$ cat src/rtl/dir_pkg.sv
package dir_pkg;

  typedef enum logic [1:0] {
    MSG_DATA = 2'd0,
    MSG_FWD  = 2'd1,
    MSG_INV  = 2'd2
  } msgKind_e;

  // strobes from control to datapath, at most one message-producing strobe set
  typedef struct packed {
    logic accept;
    logic replyShared;
    logic replyOwner;
    logic grantNow;
    logic forward;
    logic startInval;
    logic sendInv;
    logic grantAfterInval;
    logic applyWb;
    logic retry;
  } dirStrobe_t;

endpackage

$ cat src/rtl/dir_datapath.sv
module dir_datapath
  import dir_pkg::*;
#(
  parameter int NUM_PROCS = 4,
  parameter int NUM_LINES = 4,
  parameter int DATA_W    = 8
) (
  input  logic                         clk,
  input  logic                         rstN,
  input  dirStrobe_t                   strobe,
  input  logic [$clog2(NUM_PROCS)-1:0] inSrc,
  input  logic [$clog2(NUM_LINES)-1:0] inLine,
  input  logic                         inWrite,
  input  logic                         rspValid,
  input  logic                         rspWb,
  input  logic [$clog2(NUM_PROCS)-1:0] rspSrc,
  input  logic [DATA_W-1:0]            rspData,
  output logic                         lineDirty,
  output logic                         ownerIsSrc,
  output logic                         othersAny,
  output logic                         invAny,
  output logic                         ackAny,
  output logic                         wbHit,
  output logic                         msgValid,
  output msgKind_e                     msgKind,
  output logic [$clog2(NUM_PROCS)-1:0] msgDst,
  output logic [$clog2(NUM_PROCS)-1:0] msgReq,
  output logic [$clog2(NUM_LINES)-1:0] msgLine,
  output logic                         msgExcl,
  output logic [DATA_W-1:0]            msgData,
  output logic                         retryValid,
  output logic [$clog2(NUM_PROCS)-1:0] retryDst
);

  localparam int PW = $clog2(NUM_PROCS);
  localparam int LW = $clog2(NUM_LINES);
  localparam logic [NUM_PROCS-1:0] ONE_P = NUM_PROCS'(1);

  logic [NUM_PROCS-1:0] presQ [NUM_LINES];
  logic [DATA_W-1:0]    memQ  [NUM_LINES];
  logic [NUM_LINES-1:0] dirtyQ;
  logic [PW-1:0]        srcQ, ownerQ;
  logic [LW-1:0]        lineQ;
  logic                 writeQ;
  logic [NUM_PROCS-1:0] invPendQ, ackPendQ;

  logic [NUM_PROCS-1:0] inPres, srcBit, capBit;
  logic [PW-1:0]        inOwner, invFirst;

  assign inPres = presQ[inLine];
  assign srcBit = ONE_P << inSrc;
  assign capBit = ONE_P << srcQ;

  always_comb begin
    inOwner  = '0;
    invFirst = '0;
    for (int i = NUM_PROCS - 1; i >= 0; i--) begin
      if (inPres[i])   inOwner  = PW'(i);
      if (invPendQ[i]) invFirst = PW'(i);
    end
  end

  assign lineDirty  = dirtyQ[inLine];
  assign ownerIsSrc = (inOwner == inSrc);
  assign othersAny  = |(inPres & ~srcBit);
  assign invAny     = |invPendQ;
  assign ackAny     = |ackPendQ;
  assign wbHit      = rspValid && rspWb && (rspSrc == ownerQ);

  // next outbound message
  logic          nValid, nExcl;
  msgKind_e      nKind;
  logic [PW-1:0] nDst, nReq;
  logic [LW-1:0] nLine;
  logic [DATA_W-1:0] nData;

  always_comb begin
    nValid = 1'b0;
    nKind  = MSG_DATA;
    nDst   = inSrc;
    nReq   = inSrc;
    nLine  = inLine;
    nExcl  = 1'b0;
    nData  = memQ[inLine];
    if (strobe.replyShared || strobe.replyOwner || strobe.grantNow) begin
      nValid = 1'b1;
      nExcl  = !strobe.replyShared;
    end
    if (strobe.forward) begin
      nValid = 1'b1;
      nKind  = MSG_FWD;
      nDst   = inOwner;
      nExcl  = inWrite;
    end
    if (strobe.sendInv) begin
      nValid = 1'b1;
      nKind  = MSG_INV;
      nDst   = invFirst;
      nReq   = srcQ;
      nLine  = lineQ;
    end
    if (strobe.grantAfterInval) begin
      nValid = 1'b1;
      nExcl  = 1'b1;
      nDst   = srcQ;
      nReq   = srcQ;
      nLine  = lineQ;
      nData  = memQ[lineQ];
    end
  end

  always_ff @(posedge clk) begin
    if (!rstN) begin
      for (int i = 0; i < NUM_LINES; i++) begin
        presQ[i] <= '0;
        memQ[i]  <= DATA_W'(i);
      end
      dirtyQ     <= '0;
      srcQ       <= '0;
      ownerQ     <= '0;
      lineQ      <= '0;
      writeQ     <= 1'b0;
      invPendQ   <= '0;
      ackPendQ   <= '0;
      msgValid   <= 1'b0;
      msgKind    <= MSG_DATA;
      msgDst     <= '0;
      msgReq     <= '0;
      msgLine    <= '0;
      msgExcl    <= 1'b0;
      msgData    <= '0;
      retryValid <= 1'b0;
      retryDst   <= '0;
    end else begin
      msgValid   <= nValid;
      msgKind    <= nKind;
      msgDst     <= nDst;
      msgReq     <= nReq;
      msgLine    <= nLine;
      msgExcl    <= nExcl;
      msgData    <= nData;
      retryValid <= strobe.retry;
      retryDst   <= inSrc;
      if (rspValid && !rspWb) ackPendQ[rspSrc] <= 1'b0;
      if (strobe.accept) begin
        srcQ   <= inSrc;
        lineQ  <= inLine;
        writeQ <= inWrite;
        ownerQ <= inOwner;
      end
      if (strobe.replyShared) presQ[inLine] <= inPres | srcBit;
      if (strobe.grantNow) begin
        presQ[inLine]  <= srcBit;
        dirtyQ[inLine] <= 1'b1;
      end
      if (strobe.startInval) begin
        invPendQ <= inPres & ~srcBit;
        ackPendQ <= inPres & ~srcBit;
      end
      if (strobe.sendInv) invPendQ[invFirst] <= 1'b0;
      if (strobe.grantAfterInval) begin
        presQ[lineQ]  <= capBit;
        dirtyQ[lineQ] <= 1'b1;
      end
      if (strobe.applyWb) begin
        memQ[lineQ]   <= rspData;
        presQ[lineQ]  <= writeQ ? capBit : (capBit | (ONE_P << ownerQ));
        dirtyQ[lineQ] <= writeQ;
      end
    end
  end


  for (genvar g = 0; g < NUM_LINES; g++) begin : gLineChk
    dirty_onehot_chk: assert property (@(posedge clk) disable iff (!rstN)
      dirtyQ[g] |-> ($countones(presQ[g]) == 1));
  end


  inv_not_writer_chk: assert property (@(posedge clk) disable iff (!rstN)
    (msgValid && msgKind == MSG_INV) |-> (msgDst != srcQ));


  no_early_grant_chk: assert property (@(posedge clk) disable iff (!rstN)
    (|ackPendQ) |=> !(msgValid && msgExcl && msgKind == MSG_DATA));

endmodule

$ cat src/rtl/dir_ctrl.sv
module dir_ctrl
  import dir_pkg::*;
(
  input  logic       clk,
  input  logic       rstN,
  input  logic       reqValid,
  input  logic       reqWrite,
  input  logic       lineDirty,
  input  logic       ownerIsSrc,
  input  logic       othersAny,
  input  logic       invAny,
  input  logic       ackAny,
  input  logic       wbHit,
  output dirStrobe_t strobe,
  output logic       busy
);

  typedef enum logic [1:0] {ST_IDLE, ST_INVAL, ST_WAITWB} state_e;
  state_e stateQ, stateN;

  always_comb begin
    strobe = '0;
    stateN = stateQ;
    unique case (stateQ)
      ST_IDLE: if (reqValid) begin
        if (lineDirty && !ownerIsSrc) begin
          strobe.accept  = 1'b1;
          strobe.forward = 1'b1;
          stateN         = ST_WAITWB;
        end else if (lineDirty) begin
          strobe.replyOwner = 1'b1;
        end else if (!reqWrite) begin
          strobe.replyShared = 1'b1;
        end else if (othersAny) begin
          strobe.accept     = 1'b1;
          strobe.startInval = 1'b1;
          stateN            = ST_INVAL;
        end else begin
          strobe.grantNow = 1'b1;
        end
      end
      ST_INVAL: begin
        strobe.retry = reqValid;
        if (invAny) begin
          strobe.sendInv = 1'b1;
        end else if (!ackAny) begin
          strobe.grantAfterInval = 1'b1;
          stateN                 = ST_IDLE;
        end
      end
      ST_WAITWB: begin
        strobe.retry = reqValid;
        if (wbHit) begin
          strobe.applyWb = 1'b1;
          stateN         = ST_IDLE;
        end
      end
      default: stateN = ST_IDLE;
    endcase
  end

  always_ff @(posedge clk) begin
    if (!rstN) stateQ <= ST_IDLE;
    else       stateQ <= stateN;
  end

  assign busy = (stateQ != ST_IDLE);

endmodule

$ cat src/rtl/coherence_directory.sv
module coherence_directory
  import dir_pkg::*;
#(
  parameter int NUM_PROCS = 4,
  parameter int NUM_LINES = 4,
  parameter int DATA_W    = 8
) (
  input  logic                         clk,
  input  logic                         rstN,
  input  logic                         reqValid,
  input  logic                         reqWrite,
  input  logic [$clog2(NUM_PROCS)-1:0] reqSrc,
  input  logic [$clog2(NUM_LINES)-1:0] reqLine,
  input  logic                         rspValid,
  input  logic                         rspWb,
  input  logic [$clog2(NUM_PROCS)-1:0] rspSrc,
  input  logic [DATA_W-1:0]            rspData,
  output logic                         msgValid,
  output logic [1:0]                   msgKind,
  output logic [$clog2(NUM_PROCS)-1:0] msgDst,
  output logic [$clog2(NUM_PROCS)-1:0] msgReq,
  output logic [$clog2(NUM_LINES)-1:0] msgLine,
  output logic                         msgExcl,
  output logic [DATA_W-1:0]            msgData,
  output logic                         retryValid,
  output logic [$clog2(NUM_PROCS)-1:0] retryDst
);

  dirStrobe_t strobe;
  msgKind_e   kindInt;
  logic lineDirty, ownerIsSrc, othersAny, invAny, ackAny, wbHit, busy;

  dir_ctrl uCtrl (
    .clk(clk), .rstN(rstN), .reqValid(reqValid), .reqWrite(reqWrite),
    .lineDirty(lineDirty), .ownerIsSrc(ownerIsSrc), .othersAny(othersAny),
    .invAny(invAny), .ackAny(ackAny), .wbHit(wbHit),
    .strobe(strobe), .busy(busy)
  );

  dir_datapath #(.NUM_PROCS(NUM_PROCS), .NUM_LINES(NUM_LINES), .DATA_W(DATA_W)) uDp (
    .clk(clk), .rstN(rstN), .strobe(strobe),
    .inSrc(reqSrc), .inLine(reqLine), .inWrite(reqWrite),
    .rspValid(rspValid), .rspWb(rspWb), .rspSrc(rspSrc), .rspData(rspData),
    .lineDirty(lineDirty), .ownerIsSrc(ownerIsSrc), .othersAny(othersAny),
    .invAny(invAny), .ackAny(ackAny), .wbHit(wbHit),
    .msgValid(msgValid), .msgKind(kindInt), .msgDst(msgDst), .msgReq(msgReq),
    .msgLine(msgLine), .msgExcl(msgExcl), .msgData(msgData),
    .retryValid(retryValid), .retryDst(retryDst)
  );

  assign msgKind = kindInt;


  retry_when_busy_chk: assert property (@(posedge clk) disable iff (!rstN)
    retryValid |-> $past(busy));

endmodule

$ cat config.mk
export PLATFORM = sky130hd
export DESIGN_NAME = coherence_directory
export DESIGN_NICKNAME = d
export VERILOG_FILES = /design/src/rtl/dir_pkg.sv /design/src/rtl/dir_datapath.sv /design/src/rtl/dir_ctrl.sv /design/src/rtl/coherence_directory.sv
export SDC_FILE = /design/constraint.sdc
export NUM_CORES = 1
export LEC_CHECK = 0
export ABC_AREA = 1
export BUFFER_PORTS_ARGS = -buffer_cell sky130_fd_sc_hd__buf_2
export CORE_MARGIN = 2
export CORE_UTILIZATION = 40
export DETAILED_ROUTE_END_ITERATION = 8
export SLEW_MARGIN = 40
export SYNTH_ARGS = -nofsm -noshare
export SYNTH_HDL_FRONTEND = slang
export SYNTH_SLANG_ARGS = --single-unit
$ cat constraint.sdc
create_clock -name clk -period 2.3 [get_ports clk]
set_clock_uncertainty 0.1 [all_clocks]
set_input_delay 0.46 -clock clk [delete_from_list [all_inputs] [get_ports clk]]
set_output_delay 0.46 -clock clk [all_outputs]
set_load 0.01 [all_outputs]
# --- Word-level counts from Yosys, hierarchy flattened ---
# Memories as Yosys holds them, arrays and structs flattened. A register that Yosys moved wholly into a read port is not among the register bits.
# Index checks and enable logic that the tools add are counted.
# Widths: inputs -> output; s select.
word_totals:
  mem_count: 2
  ram_bits: 48
  inputBits: 20
  reg_bits: 42
mem_list:
  columns: ["name", "words", "width", "rd", "rd_clocked_by_memory_dff", "write_ports", "line_no", "source"]
  rows:
  - ["uDp.memQ", 4, 8, 2, 1, 4, "dir_datapath.sv:40", "logic [DATA_W-1:0] memQ [NUM_LINES];"]
  - ["uDp.presQ", 4, 4, 1, 0, 4, "dir_datapath.sv:39", "logic [NUM_PROCS-1:0] presQ [NUM_LINES];"]
classes:
  eq_ne: 11
  order_cmp: 8
  n_reduce_logical: 25
  muxes: 103
  bitwise_logic: 13
  n_shift: 3
op_table:
  columns: ["op", "count"]
  rows:
  - ["$mux 2", 31]
  - ["$mux 4", 15]
  - ["$mux 1", 45]
  - ["$reduce_or 4->1", 5]
  - ["$mux 8", 2]
  - ["$or 4x4->4", 4]
  - ["$and 4x4->4", 3]
  - ["$lt 2x3->1 const B", 4]
  - ["$mux 6", 2]
  - ["$not 4->4", 3]
  - ["$shl 1x2->4 const A", 3]
  - ["$demux 1 s2", 4]
  - ["$ge 2x1->1 const B", 4]
  - ["$logic_and 1x1->1", 8]
  - ["$reduce_or 8->1", 1]
  - ["$reduce_and 7->1", 1]
  - ["$ne 2x2->1 const B", 3]
  - ["$ne 3x2->1 const B", 2]
  - ["$pmux 2 s3", 1]
  - ["$bwmux 4", 1]
  - ["$eq 2x2->1", 2]
  - ["$reduce_or 2->1", 2]
  - ["$logic_not 1->1", 3]
  - ["$mux 3", 1]
  - ["11 further kinds", 13]

# --- Depth between registers and ports, before layout ---
# An unclocked memory read counts as a cell.
logic_depth:
  ltp_word: 18
  depth_mapped: 18
  ltp_nobuf: 16

# --- Hierarchy ---
# Synthesis repeated with hierarchy kept, for this count alone.
hier_totals:
  cells_unflattened: 575
  area_unflattened_um2: 4549.4
by_module_without_submodules:
  columns: ["mod", "cells_per_inst", "n_inst", "area_each_um2"]
  rows:
  - ["dir_datapath", 524, 1, 4262.8]
  - ["dir_ctrl", 51, 1, 286.5]

# --- Worst setup path after synthesis ---
# Ideal clock, no wire load.
synth_path:
  path_type: "input to register"
  startpoint: "input reqLine[0]"
  endpoint: "memory uDp.presQ[3][0] (enable)"
  slack_ns: -0.030
  arrival_ns: 1.869
  required_time_ns: 1.839
  path_buffers: 2
  setup_ns: 0.361
  path_stages: 15
  cell_sequence: "buf_6 -> inv_2 -> buf_6 -> nand2_1 -> nand2_1 -> nand2_1 -> nand2_2 -> nand2_1 -> nand2_1 -> nor2_4 -> nand2_4 -> nand2_4 -> nand3_2 -> nand2_2 -> nor3_1"
synth_rtl:
  columns: ["item", "line_no", "source"]
  rows:
  - ["from (decl)", "coherence_directory.sv:13", "input logic [$clog2(NUM_LINES)-1:0] reqLine,"]
  - ["to (decl)", "dir_datapath.sv:39", null]

==> results_dict.tcl <==
set metrics [dict create \
    status "complete, but fails checks" \
    violations "design-rule violations" \
    cp.required_ps 2220 \
    root_buffer "clkbuf_16" \
    yosys.area.top_type_share_pct 30.3 \
    p_leak_nw 2.71 \
    synthTopCellsByArea "edfxtp_1 30%, dfxtp_1 19%, nand2_1 15%, nor2_1 5.9%, a21oi_1 4.7%" \
    yosysSeqAreaShare_pct 48.9 \
    drv_slew 0 \
    syn_area_mm2 0.00475 \
    fin_crit_ps 2160 \
    worst-setup-path-type "reg -> reg" \
    dieArea_mm2 0.0128 \
    coreArea_mm2 0.0115 \
    wl_per_cell_um 15.1 \
    setup-violations-final 0 \
    final_area_mm2 0.00584 \
    numCtsBuffers 9 \
    n_antenna_cell 0 \
    place_congestion 0.904 \
    routed_wl_mm 12.7 \
    syn_nets 628 \
    synth_commonest_cells "184 x nand2_1, 75 x nor2_1, 56 x inv_1" \
    cts_tree "yes" \
    p_total_mw 4.49 \
    dr.pass1.iters 9 \
    fin_nets 721 \
    synth-async-reset-ratio_pct 0 \
    die_w_um 113 \
    cp-start-kind "flip-flop" \
    synthCells 605 \
    worst_slack_ps 138 \
    ant_nets 0 \
    critPathMaxFanout 4 \
    synth-seq-cells 92 \
    routed_via_density 5.10 \
    yosys.area.top_type "edfxtp_1" \
    path_clk_slew_ps 60 \
    slew_headroom_pct 60.2 \
    ys.flop_type "edfxtp_1" \
    cts_sinks 92 \
    rsz0062_at_grt "true" \
    dpl_cell_area_mm2 0.00549 \
    place_worst_setup_slack_ps -146 \
    tightest_slew_ps 597 \
    drive_above_1_share_pct 23.6 \
    fp.dieH_um 113 \
    dp.final_hpwl_mm 9.51 \
    max_freq_mhz 463 \
    ys_types 33 \
    clockBufferDepth 2 \
    drt_iter0_markers 359 \
    finalHoldViolCount 0 \
    overflow 0 \
    synth_edf_count 48 \
    portBuffers 40 \
    grt_max_degree 21 \
    avgSynthCellArea_um2 7.85 \
    grt_pass1_vias 4148 \
    peakVddDrop_mv 0.397 \
    cts_hold_buf 0 \
    area_growth_pct 23.0 \
    min_path_type "in -> reg" \
    clkLatencyLatePin_ps 350 \
    synth_most_common_cell "nand2_1" \
    htreeDepth 3 \
    regToRegSetupSlack_ps 140 \
    hold_ws_ps 265 \
    initial_core_util_pct 41.2 \
    worstPathArrival_ps 2080 \
    vias 4314 \
    antenna_found_initial 0 \
    rows 39 \
    post-route-period-util_pct 94.0 \
    drc 2 \
    boundaryPins 41 \
    grt_pass1_wl_mm 20.6 \
    pwr_density_cell_mw_per_mm2 768 \
    max-cap-violations 0 \
    grt_use_total_pct 20.8 \
    synth_warnings 0 \
    end_kind "flip-flop" \
]
layout by cell type (no fill, tap or decap), types with 3 or more instances in the layout:
cell type  synthesis  layout
nand2_1          184     181
nor2_1            75      74
buf_4              1      62
inv_1             56      56
edfxtp_1          48      48
a21oi_1           45      44
dfxtp_1           44      44
buf_2              4      40
nand3_1           26      26
o21ai_0           18      18
nand2_2           12      15
clkbuf_16          0      10
inv_2              9       9
nor3_1            10       9
a221oi_1           8       8
a32o_1             8       8
nand3_2            6       6
nor2_4             4       4
o211ai_1           4       4
o21ai_2            4       4
nor2_2             2       3
nand2_4            3       3
nand4_1            3       3
o21bai_1           3       3
state kept, by name, indices dropped and copies added (netlist names), named ones only:
name / cells
uDp.msgKind: 2
uDp.lineQ: 2
uDp.msgLine: 2
uDp.msgData: 8
uDp.ackPendQ: 4
uDp.srcQ: 2
uDp.presQ: 16
uDp.ownerQ: 2
uDp.memQ: 32
uDp.writeQ: 1
uCtrl.stateQ: 2
uDp.retryValid: 1
uDp.msgExcl: 1
uDp.msgDst: 2
uDp.retryDst: 2
uDp.dirtyQ: 4
uDp.invPendQ: 4
uDp.msgValid: 1
uDp.msgReq: 2
power breakdown:
part / internal, mW / total [mW] / leakage, nW / switching, mW
clock: 1.02 / 1.65 / 0.158 / 0.628
combinational: 0.349 / 0.915 / 1.71 / 0.566
sequential: 1.86 / 1.93 / 0.844 / 0.0713
cells by family (layout without fill, tap and decap cells):
group	Yosys count	after routing	share of synthesized area, %
simple gates	325	325	29.4
compound gates	97	97	13.0
flops	92	92	48.9
buf+inv	88	186	7.93
fa+ha+maj	3	3	0.790
worst paths after layout:
check                          to            start  cells past startpoint
setup / recovery  uDp.presQ[3][1]  uCtrl.stateQ[1]                     12
setup reg to reg  uDp.presQ[3][1]  uCtrl.stateQ[1]                     12
hold reg to reg   uCtrl.stateQ[1]  uCtrl.stateQ[1]                      2
hold / removal     uDp.retryValid         reqValid                      3
metal layers:
| metal | GRT usage [%] | vias to the layer above | wire length (µm) |
|---|---|---|---|
| met4 | 7.40 | 0 | 291 |
| met5 | 0 | - | 0 |
| met2 | 35.2 | 132 | 6220 |
| met1 | 26.7 | 1987 | 5530 |
| met3 | 4.12 | 26 | 695 |
| li1 | - | 2169 | - |
critical path, stage by stage, from the launching register on:
cell	delay [ps]
dfxtp_1	320
inv_1	80
ha_2	200
inv_2	40
nor2_1	90
inv_1	80
nor2_2	150
buf_4	160
nor2_2	60
nand3_2	90
nand2_2	70
buf_4	140
nor3_2	250
layout make-up:
cell class                 instances  area (µm²)
inverter                          67         251
tap                              143         179
timing repair buffer             103         686
multi-input combinational        425        2070
clock inverter                     4        72.6
fill                            1087        5680
clock buffer                      12         258
sequential                        92        2320
metrics by stage:
stage / util, % / instances / setup TNS (ps)
after CTS: 50.6 / 846 / 0
after global placement: 47.7 / 830 / -973
after global routing: 50.7 / 846 / -22.1
final: 50.7 / 846 / 0
after floorplan: - / 605 / 0
after detailed placement: 47.7 / 830 / -1920
what timing repair did:
item	4_1_cts	5_1_grt
buffers inserted	0	0
endpoints found under the setup margin	0	28
resized for setup	0	6
(Power assumes the default switching activity.)
